--- src/rtl/cap_tag_pkg.sv ---
package cap_tag_pkg;
  typedef enum logic [3:0] {
    ST_IDLE,
    ST_LOOK,
    ST_EVICT,
    ST_FILL,
    ST_FILLW,
    ST_DATA,
    ST_RDW,
    ST_FLUSH,
    ST_FLWB
  } ctl_state_e;
endpackage

--- src/rtl/cap_tag_map.sv ---
module cap_tag_map #(
  parameter int DATA_AW = 10,
  parameter int WORD_W  = 128,
  parameter int SETS    = 2
) (
  input  logic [DATA_AW-1:0]                                     word_idx,
  input  logic [$clog2(SETS)-1:0]                                ln_set,
  input  logic [DATA_AW-$clog2(WORD_W)-$clog2(SETS)-1:0]         ln_ctag,
  output logic [DATA_AW:0]                                       data_addr,
  output logic [$clog2(SETS)-1:0]                                set_idx,
  output logic [DATA_AW-$clog2(WORD_W)-$clog2(SETS)-1:0]         ctag,
  output logic [$clog2(WORD_W)-1:0]                              bit_off,
  output logic [DATA_AW:0]                                       line_addr
);
  localparam int OFF_W   = $clog2(WORD_W);
  localparam int TLINE_W = DATA_AW - OFF_W;
  localparam int SET_W   = $clog2(SETS);
  localparam int MEM_AW  = DATA_AW + 1;

  // Data words occupy the lower half of the backing address space.
  function automatic logic [MEM_AW-1:0] f_data_addr(input logic [DATA_AW-1:0] i);
    return {1'b0, i};
  endfunction

  // Tag line number = word index / bits per line.
  function automatic logic [TLINE_W-1:0] f_tline(input logic [DATA_AW-1:0] i);
    return i[DATA_AW-1:OFF_W];
  endfunction

  // Tag region base is 2^DATA_AW, followed by the line number.
  function automatic logic [MEM_AW-1:0] f_tag_addr(input logic [TLINE_W-1:0] tl);
    return {1'b1, {(DATA_AW-TLINE_W){1'b0}}, tl};
  endfunction

  logic [TLINE_W-1:0] tl;
  assign tl        = f_tline(word_idx);
  assign data_addr = f_data_addr(word_idx);
  assign bit_off   = word_idx[OFF_W-1:0];
  assign set_idx   = tl[SET_W-1:0];
  assign ctag      = tl[TLINE_W-1:SET_W];
  assign line_addr = f_tag_addr({ln_ctag, ln_set});
endmodule

--- src/rtl/cap_tag_cache.sv ---
module cap_tag_cache #(
  parameter int WORD_W = 128,
  parameter int SETS   = 2,
  parameter int CTAG_W = 2
) (
  input  logic                       clk,
  input  logic                       rst_n,
  input  logic [$clog2(SETS)-1:0]    rd_set,
  output logic                       rd_valid,
  output logic                       rd_dirty,
  output logic [CTAG_W-1:0]          rd_ctag,
  output logic [WORD_W-1:0]          rd_line,
  input  logic                       fill_en,
  input  logic [CTAG_W-1:0]          fill_ctag,
  input  logic [WORD_W-1:0]          fill_line,
  input  logic                       bit_we,
  input  logic [$clog2(WORD_W)-1:0]  bit_off,
  input  logic                       bit_val,
  input  logic                       clean_en
);
  // Fill, bit writes and cleans all act on the set selected by rd_set.
  logic              v_a [SETS];
  logic              d_a [SETS];
  logic [CTAG_W-1:0] t_a [SETS];
  logic [WORD_W-1:0] l_a [SETS];

  for (genvar s = 0; s < SETS; s++) begin : g_set
    logic sel;
    assign sel = (rd_set == s[$clog2(SETS)-1:0]);

    always_ff @(posedge clk or negedge rst_n) begin
      if (!rst_n) begin
        v_a[s] <= 1'b0;
        d_a[s] <= 1'b0;
        t_a[s] <= '0;
        l_a[s] <= '0;
      end else if (sel) begin
        if (fill_en) begin
          v_a[s] <= 1'b1;
          d_a[s] <= 1'b0;
          t_a[s] <= fill_ctag;
          l_a[s] <= fill_line;
        end else if (bit_we) begin
          l_a[s][bit_off] <= bit_val;
          d_a[s]          <= 1'b1;
        end else if (clean_en) begin
          d_a[s] <= 1'b0;
        end
      end
    end
  end

  assign rd_valid = v_a[rd_set];
  assign rd_dirty = d_a[rd_set];
  assign rd_ctag  = t_a[rd_set];
  assign rd_line  = l_a[rd_set];
endmodule

--- src/rtl/cap_tag_ctrl.sv ---
module cap_tag_ctrl
  import cap_tag_pkg::*;
#(
  parameter int DATA_AW = 10,
  parameter int WORD_W  = 128,
  parameter int SETS    = 2
) (
  input  logic                 clk,
  input  logic                 rst_n,
  input  logic                 up_req_valid,
  output logic                 up_req_ready,
  input  logic                 up_we,
  input  logic                 up_wcap,
  input  logic [DATA_AW-1:0]   up_addr,
  input  logic [WORD_W:0]      up_wdata,
  output logic                 up_rsp_valid,
  output logic [WORD_W:0]      up_rsp_data,
  input  logic                 flush_req,
  output logic                 flush_done,
  output logic                 mem_req_valid,
  input  logic                 mem_req_ready,
  output logic                 mem_we,
  output logic [DATA_AW:0]     mem_addr,
  output logic [WORD_W-1:0]    mem_wdata,
  input  logic                 mem_rsp_valid,
  input  logic [WORD_W-1:0]    mem_rsp_data
);
  localparam int OFF_W   = $clog2(WORD_W);
  localparam int SET_W   = $clog2(SETS);
  localparam int CTAG_W  = DATA_AW - OFF_W - SET_W;
  localparam int MEM_AW  = DATA_AW + 1;

  ctl_state_e state;

  logic               req_we_q, req_cap_q;
  logic [DATA_AW-1:0] req_addr_q;
  logic [WORD_W:0]    req_wdata_q;
  logic [SET_W-1:0]   fl_set;

  logic [MEM_AW-1:0]  d_addr, ln_addr;
  logic [SET_W-1:0]   r_set, lk_set;
  logic [CTAG_W-1:0]  r_ctag, ln_ctag;
  logic [OFF_W-1:0]   r_off;

  logic               rd_valid, rd_dirty;
  logic [CTAG_W-1:0]  rd_ctag;
  logic [WORD_W-1:0]  rd_line;
  logic               fill_en, bit_we, clean_en, hit, fl_last;

  // Named internal events, used by the bound checker.
  logic data_issue, tag_issue, fill_issue, victim_dirty;

  assign lk_set  = (state == ST_FLUSH || state == ST_FLWB) ? fl_set : r_set;
  // Write-back goes to the victim's own line; a fill goes to the requested line.
  assign ln_ctag = (state == ST_FILL) ? r_ctag : rd_ctag;

  cap_tag_map #(.DATA_AW(DATA_AW), .WORD_W(WORD_W), .SETS(SETS)) u_map (
    .word_idx(req_addr_q), .ln_set(lk_set), .ln_ctag(ln_ctag),
    .data_addr(d_addr), .set_idx(r_set), .ctag(r_ctag), .bit_off(r_off),
    .line_addr(ln_addr)
  );

  cap_tag_cache #(.WORD_W(WORD_W), .SETS(SETS), .CTAG_W(CTAG_W)) u_cache (
    .clk(clk), .rst_n(rst_n), .rd_set(lk_set),
    .rd_valid(rd_valid), .rd_dirty(rd_dirty), .rd_ctag(rd_ctag), .rd_line(rd_line),
    .fill_en(fill_en), .fill_ctag(r_ctag), .fill_line(mem_rsp_data),
    .bit_we(bit_we), .bit_off(r_off),
    .bit_val(req_cap_q & req_wdata_q[WORD_W]),
    .clean_en(clean_en)
  );

  assign hit          = rd_valid && (rd_ctag == r_ctag);
  assign victim_dirty = rd_valid && rd_dirty;
  assign fl_last      = (fl_set == SET_W'(SETS-1));
  assign up_req_ready = (state == ST_IDLE) && !flush_req;

  assign fill_en  = (state == ST_FILLW) && mem_rsp_valid;
  assign bit_we   = (state == ST_DATA) && req_we_q && mem_req_ready;
  assign clean_en = (state == ST_EVICT || state == ST_FLWB) && mem_req_ready;

  always_comb begin
    mem_req_valid = 1'b0;
    mem_we        = 1'b0;
    mem_addr      = '0;
    mem_wdata     = '0;
    unique case (state)
      ST_EVICT, ST_FLWB: begin
        mem_req_valid = 1'b1;
        mem_we        = 1'b1;
        mem_addr      = ln_addr;
        mem_wdata     = rd_line;
      end
      ST_FILL: begin
        mem_req_valid = 1'b1;
        mem_addr      = ln_addr;
      end
      ST_DATA: begin
        mem_req_valid = 1'b1;
        mem_we        = req_we_q;
        mem_addr      = d_addr;
        mem_wdata     = req_wdata_q[WORD_W-1:0];
      end
      default: ;
    endcase
  end

  assign data_issue = (state == ST_DATA) && mem_req_valid;
  assign tag_issue  = (state == ST_EVICT || state == ST_FILL || state == ST_FLWB) && mem_req_valid;
  assign fill_issue = (state == ST_FILL);

  always_ff @(posedge clk or negedge rst_n) begin
    if (!rst_n) begin
      state        <= ST_IDLE;
      req_we_q     <= 1'b0;
      req_cap_q    <= 1'b0;
      req_addr_q   <= '0;
      req_wdata_q  <= '0;
      fl_set       <= '0;
      up_rsp_valid <= 1'b0;
      up_rsp_data  <= '0;
      flush_done   <= 1'b0;
    end else begin
      up_rsp_valid <= 1'b0;
      flush_done   <= 1'b0;
      unique case (state)
        ST_IDLE: begin
          if (flush_req) begin
            fl_set <= '0;
            state  <= ST_FLUSH;
          end else if (up_req_valid) begin
            req_we_q    <= up_we;
            req_cap_q   <= up_wcap;
            req_addr_q  <= up_addr;
            req_wdata_q <= up_wdata;
            state       <= ST_LOOK;
          end
        end
        ST_LOOK: begin
          if (hit)               state <= ST_DATA;
          else if (victim_dirty) state <= ST_EVICT;
          else                   state <= ST_FILL;
        end
        ST_EVICT: if (mem_req_ready) state <= ST_FILL;
        ST_FILL:  if (mem_req_ready) state <= ST_FILLW;
        ST_FILLW: if (mem_rsp_valid) state <= ST_DATA;
        ST_DATA: begin
          if (mem_req_ready) begin
            if (req_we_q) begin
              up_rsp_valid <= 1'b1;
              up_rsp_data  <= '0;
              state        <= ST_IDLE;
            end else begin
              state <= ST_RDW;
            end
          end
        end
        ST_RDW: begin
          if (mem_rsp_valid) begin
            up_rsp_valid <= 1'b1;
            up_rsp_data  <= {rd_line[r_off], mem_rsp_data};
            state        <= ST_IDLE;
          end
        end
        ST_FLUSH: begin
          if (victim_dirty) begin
            state <= ST_FLWB;
          end else if (fl_last) begin
            flush_done <= 1'b1;
            state      <= ST_IDLE;
          end else begin
            fl_set <= fl_set + 1'b1;
          end
        end
        ST_FLWB: begin
          if (mem_req_ready) begin
            if (fl_last) begin
              flush_done <= 1'b1;
              state      <= ST_IDLE;
            end else begin
              fl_set <= fl_set + 1'b1;
              state  <= ST_FLUSH;
            end
          end
        end
        default: state <= ST_IDLE;
      endcase
    end
  end
endmodule


--- config.mk ---
export PLATFORM = sky130hd
export DESIGN_NAME = cap_tag_ctrl
export DESIGN_NICKNAME = d
export VERILOG_FILES = /design/src/rtl/cap_tag_pkg.sv /design/src/rtl/cap_tag_map.sv /design/src/rtl/cap_tag_cache.sv /design/src/rtl/cap_tag_ctrl.sv
export SDC_FILE = /design/constraint.sdc
export NUM_CORES = 1
export LEC_CHECK = 0
export BUFFER_PORTS_ARGS = -buffer_cell sky130_fd_sc_hd__buf_4
export CAP_MARGIN = 10
export CORE_ASPECT_RATIO = 0.75
export CORE_UTILIZATION = 56
export CTS_BUF_LIST = sky130_fd_sc_hd__clkbuf_4 sky130_fd_sc_hd__clkbuf_8 sky130_fd_sc_hd__clkbuf_16
export CTS_CLUSTER_DIAMETER = 200
export DETAILED_ROUTE_END_ITERATION = 7
export PLACE_DENSITY_LB_ADDON = 0.08
export SYNTH_ARGS = -nofsm -noshare
export SYNTH_HDL_FRONTEND = slang
export SYNTH_SLANG_ARGS = --single-unit
--- constraint.sdc ---
create_clock -name clk -period 3.3 [get_ports clk]
set_input_delay 0.66 -clock clk [delete_from_list [all_inputs] [get_ports clk]]
set_output_delay 0.66 -clock clk [all_outputs]
set_load 0.01 [all_outputs]
* After elaboration in Yosys (flattened, before gate mapping)
Cells that the tools add are included.
** Storage, ports and cells
- Bits in registers :: 541
- Latch bits :: 0
- RAM bits :: 0
- Bits in read-only memories :: 0
- Bits of input ports :: 275
- Logic and storage cells :: 137
- Memories :: 0
** Operators by class
- Add/subtract/negate cells :: 1
- Multiply operators :: 0
- Div/mod/pow operators :: 0
- $lt $le $gt $ge :: 3
- Eq/ne operators :: 20
- Shifts and indexed selects :: 0
- Muxes and demuxes :: 63
- Bitwise logic cells :: 4
- Reductions and logical operators :: 29
** Operators by type and width (count)
- $mux 128 :: 7
- $mux 129 :: 3
- $pmux 129 s2 :: 1
- $bwmux 128 :: 2
- $pmux 128 s2 :: 1
- $mux 4 :: 10
- $pmux 4 s9 :: 1
- $mux 1 :: 24
- $pmux 11 s2 :: 1
- $ne 2x2->1 const B :: 9
- $eq 4x3->1 const B :: 4
- $reduce_and 2->1 :: 6
- $mux 3 :: 3
- $eq 4x2->1 const B :: 2
- $logic_and 1x1->1 :: 8
- $lt 7x8->1 const B :: 1
- $mux 2 :: 4
- $reduce_and 4->1 :: 2
- $reduce_and 8->1 :: 1
- $bmux 1 s7 :: 1
- $demux 1 s7 :: 1
- $ge 7x1->1 const B :: 1
- $ne 3x3->1 const B :: 2
- $pmux 1 s2 :: 3
- other kinds (18) :: 22

* Logic depth before layout (Yosys ltp)
- Word-level depth :: 11
- Gate-level depth with buffers :: 15

* Modules after synthesis
Synthesis repeated with hierarchy kept, for this count alone.
** Second synthesis, totals
- Cell total of the unflattened synthesis :: 2628
- Area total of the unflattened synthesis :: 28693.8 sq um
** By module, submodules not included
- cap_tag_cache :: times used 1, cells each 1377, area an instance 15029.4 sq um, sequential area each 6606.3 sq um
- cap_tag_ctrl :: times used 1, cells each 1217, area an instance 13416.6 sq um, sequential area each 6931.6 sq um
- cap_tag_map :: times used 1, cells each 34, area an instance 247.7 sq um, sequential area each 0.0 sq um

* Least setup slack after synthesis
No wires, ideal clock.
- Path type :: reg2out
- From :: register state[1]
- To :: output port mem_wdata[90]
- Arrival time :: 2280 ps
- Path slack :: 360 ps
- Cell stages (with the launch flop) :: 12
- Buffers on the path :: 6
- Cells stage by stage :: dfrtp_1 > buf_4 > and4b_4 > or3_1 > buf_4 > and2_4 > buf_8 > buf_12 > buf_8 > buf_4 > mux2i_1 > o21ai_0
** Between the ends
- Longest elaborated chain between the ends :: 8
- Elaborated cells between the ends (all ways) :: 12
- Classes of those cells :: 4 x eq/ne; 5 x mux; 1 x bitwise; 2 x reduce/logical
** Ends and longest elaborated chain
- from (decl) :: line cap_tag_ctrl.sv:33 : ctl_state_e state;
- from (signal assigned) :: line cap_tag_ctrl.sv:113 : state <= ST_IDLE;
- from (signal assigned) :: line cap_tag_ctrl.sv:129 : state <= ST_FLUSH;
- from (signal assigned) :: line cap_tag_ctrl.sv:135 : state <= ST_LOOK;
- $eq 4x3->1 or $eq 4x4->1 (tied branches) :: line cap_tag_ctrl.sv:53, cap_tag_ctrl.sv:86
- $logic_or 1x1->1 :: line cap_tag_ctrl.sv:53 : assign lk_set = (state == ST_FLUSH || state == ST_FLWB) ? fl_set : r_set;
- $mux 1 :: line cap_tag_ctrl.sv:53
- $not 1->2 (not written as such) :: line cap_tag_cache.sv:56 : assign rd_line = l_a[rd_set];
- $mux 128 (not written as such) (3 in a row) :: line cap_tag_cache.sv:56
- $pmux 128 s2 * :: line cap_tag_ctrl.sv:86 : unique case (state)
- to (decl) :: line cap_tag_ctrl.sv:24 : output logic [WORD_W-1:0] mem_wdata,
Mark *: on every way between the ends. The rest lies on a longest branch, timed or not. The select of a mux whose other input is x is not followed.

* Worst setup path after layout
- From :: register state[0]
- To :: output port mem_wdata[115]
Same word-level chain as after synthesis.

==> summary.md <==
| Metric | Value |
|---|---|
| Top cells by area, synth | dfrtp_1, mux2_2, mux2_1 |
| Pwr per Cell Area | 832.1 nW/um^2 |
| CTS max path bufs | 3 |
| Seq/Total Area, Yosys | 49.08% |
| CTS H-Tree Depth | 2 |
| Post-route ant nets | 0 |
| Synthesized area per cell | 10.09 sq um |
| Tightest Pin Transition | 1137 ps |
| Inserted Clock Buffers | 53 |
| Synth Instances | 2,733 |
| CP startpoint | state[0] |
| Final clock skew | 17.51 ps |
| Failing checks | setup timing |
| Outcome | finished, violations left |
| Primary FF master, synth | dfrtp_1 |
| CTS Hold Buffers Added | 0 |
| Slew headroom | 24.20% |
| CTS tree | built |
| Initial antenna violation count | 3 |
| CTS Sinks | 541 |
| Cell Area, Synth | 27,580 sq um |
| Buffers on Ports | 547 |
| Commonest non-fill, non-tap cell in the layout | buf_4 |
| Grt ovf | 0 |
| Worst r2r src | state[0] |
| Ys async rst share | 100.0% |
| Most frequent cells in the layout | buf_4, dfrtp_1, nand2_1 |
| DIE HEIGHT | 194.2 um |
| Fin cells | 3,971 |
| GPL Wtd Cong | 0.8961 |
| Area growth from synthesis to layout | 35.05% |
| Final wirelength | 103,900 um |
| Area of the multi-input gates | 14,770 sq um |
| Yosys top cell by area | dfrtp_1 |
| Die area | 50,160 sq um |
| Root Buffer Master | clkbuf_16 |
| Setup crit end kind | primary output |
| Post-route DRC | 0 |
| Worst skew pair latency | 630 ps |
| CP startpoint kind | flop |
| Routed WL per cell | 26.17 um |
| Clk slew on worst S/H paths | 60 ps |
| Minimum setup slack after placement | 235.7 ps |
| Nets@finish | 3,557 |
| Cell Rows | 70 |
| Fillers | 3,256 |
| EDFF count, synth | 0 |
| RSZ-0062 raised after global routing | true |
| Peak supply drop | 653.4 uV |
| Register area | 13,540 sq um |
| Synth Net Count | 3,008 |
| # setup viols final | 121 |
| Synth top area share | 49.08% |
| Max Cap Viol | 0 |
| Warnings from Yosys | 0 |
| Pleak | 17.28 nW |
| Total track usage | 39.39% |
| Worst R2R Path Depth | 14 |
| Fin crit period | 3501 ps |
| Initial DRT Pass Iterations | 8 |
| Largest net degree at the start of global routing | 125 |
| Synth Register Bits | 541 |
| Crit path capture | mem_wdata[115] |
| Critical path arrival | 2840 ps |
| Setup ws final | -200.9 ps |
| First-pass GRT wire length | 150,800 um |
| Die width | 258.3 um |
| Final hold viol count | 0 |
| Core area | 48,700 sq um |
| Crit path kind | flop to primary output |
| Placed cell count | 3,795 |
| DR vias | 25.65k |
| Starting Density | 56.64% |
| Share of layout cells above drive strength 1 | 38.98% |
| F_max | 285.6 MHz |
| CP Max Fanout | 7 |
| I/O pin count | 548 |
| Hold WC Path Type | input port to async pin |
| Drt via density | 6.459 |
| Vias in the first global route | 24.92k |
| Final Max Tran Viols | 0 |
| Synth unique cells | 63 |
| Worst reg-to-reg setup slack | 40 ps |
| Critical Path RT | 2640 ps |
| RR Endpoint | up_rsp_data[128] |
| TNS Setup | -11,600 ps |
| Period utilization | 106.1% |
| HPWL Detailed | 65,290 um |
| Starting DRT DRC Count | 3,094 |
-- metrics by stage --
| stage | utilization [%] | hold slack [ps] | power [W] | area [sq um] |
|---|---|---|---|---|
| finish | 76.50 | 28.84 | 0.03100 | 37250 |
| global route | 76.49 | 59.50 | 0.03211 | 37250 |
| floorplan | - | 364.4 | 0.01618 | 27580 |
| detailed placement | 67.02 | 470.6 | 0.02104 | 32640 |
| global placement | 67.02 | 458.8 | 0.02073 | 32640 |
| CTS | 73.72 | 35.26 | 0.02921 | 35900 |
-- critical path, cell delays in order, from the launching register on --
cell and delay, ps:
dfrtp_1 430, and4b_4 230, or3_4 330, and2_4 180, buf_12 160, buf_12 150, buf_4 140, mux2i_4 190
o21ai_4 250, buf_6 140
-- kinds of logic after synthesis --
group	count (synthesis)	share of synthesized area, %
xor gates and xnor gates	3	0.09528
muxes	520	20.69
and+or+nand+nor	916	14.01
AOI/OAI and AO/OA	519	12.25
buffers and inverters	234	3.874
DFF	541	49.08
-- flip-flops by register name, summed over array words and instances (netlist names) --
register / count
fl_last: 1
flush_done: 1
req_addr_q: 10
req_cap_q: 1
req_wdata_q: 129
req_we_q: 1
state: 4
u_cache.d_a: 2
u_cache.l_a: 256
u_cache.t_a: 4
u_cache.v_a: 2
up_rsp_data: 129
up_rsp_valid: 1
-- metal layers --
metal	vias up	GRT usage (%)	routed length, um
met1	12890	53.09	39540
met5	-	0	0
met4	0	16.13	4493
li1	10728	-	-
met2	1693	61.59	48320
met3	338	9.124	11580
-- timing repair --
action	CTS	global route
buffers inserted	22	41
resized for setup	284	157
pin swaps	12	14
setup endpoints to repair	129	131
gates cloned	10	8
-- final cells by class --
cell class | count | share of cell area [%]
Multi-Input combinational cell | 1960 | 39.66
Antenna cell | 1 | 0.006718
Clock buffer | 79 | 4.286
Clock inverter | 16 | 0.5509
Tap cell | 648 | 2.177
Inverter | 4 | 0.04031
Sequential cell | 541 | 36.35
Timing Repair Buffer | 722 | 16.93
-- worst min path at each step --
stage | to | cells after the start | slack [ps]
after floorplan | fl_last | 0 | 360
after global placement | u_cache.l_a[99] | 1 | 460
after detailed placement | u_cache.l_a[118] | 1 | 470
after CTS | up_rsp_data[25] | 1 | 40
after global routing | req_wdata_q[17] | 1 | 60
final | up_rsp_data[25] | 1 | 30
-- synth_stat cells, drive strengths merged, types with 3 or more instances --
master / count
nand3b: 3
o22ai: 3
a211oi: 16
mux2: 401
and4b: 3
and2: 9
a31oi: 4
a221oi: 4
or3: 4
nand4: 15
and3: 18
nand2: 417
xnor2: 3
clkbuf: 189
inv: 4
o31ai: 3
a2111oi: 4
nor3: 5
a21oi: 153
o21ai: 142
nor2: 276
or2: 5
and3b: 3
mux2i: 119
nand2b: 10
dfrtp: 541
a22oi: 41
buf: 41
nand3: 135
nor2b: 7
a22o: 132
o211ai: 3
-- where the power goes --
group / total, W / switching, W / internal [W]
Clock: 0.00637 / 0.00271 / 0.00366
Sequential: 0.00966 / 0.00129 / 0.00837
Combinational: 0.0150 / 0.00821 / 0.00676
Power figures use the tool's default switching activity.
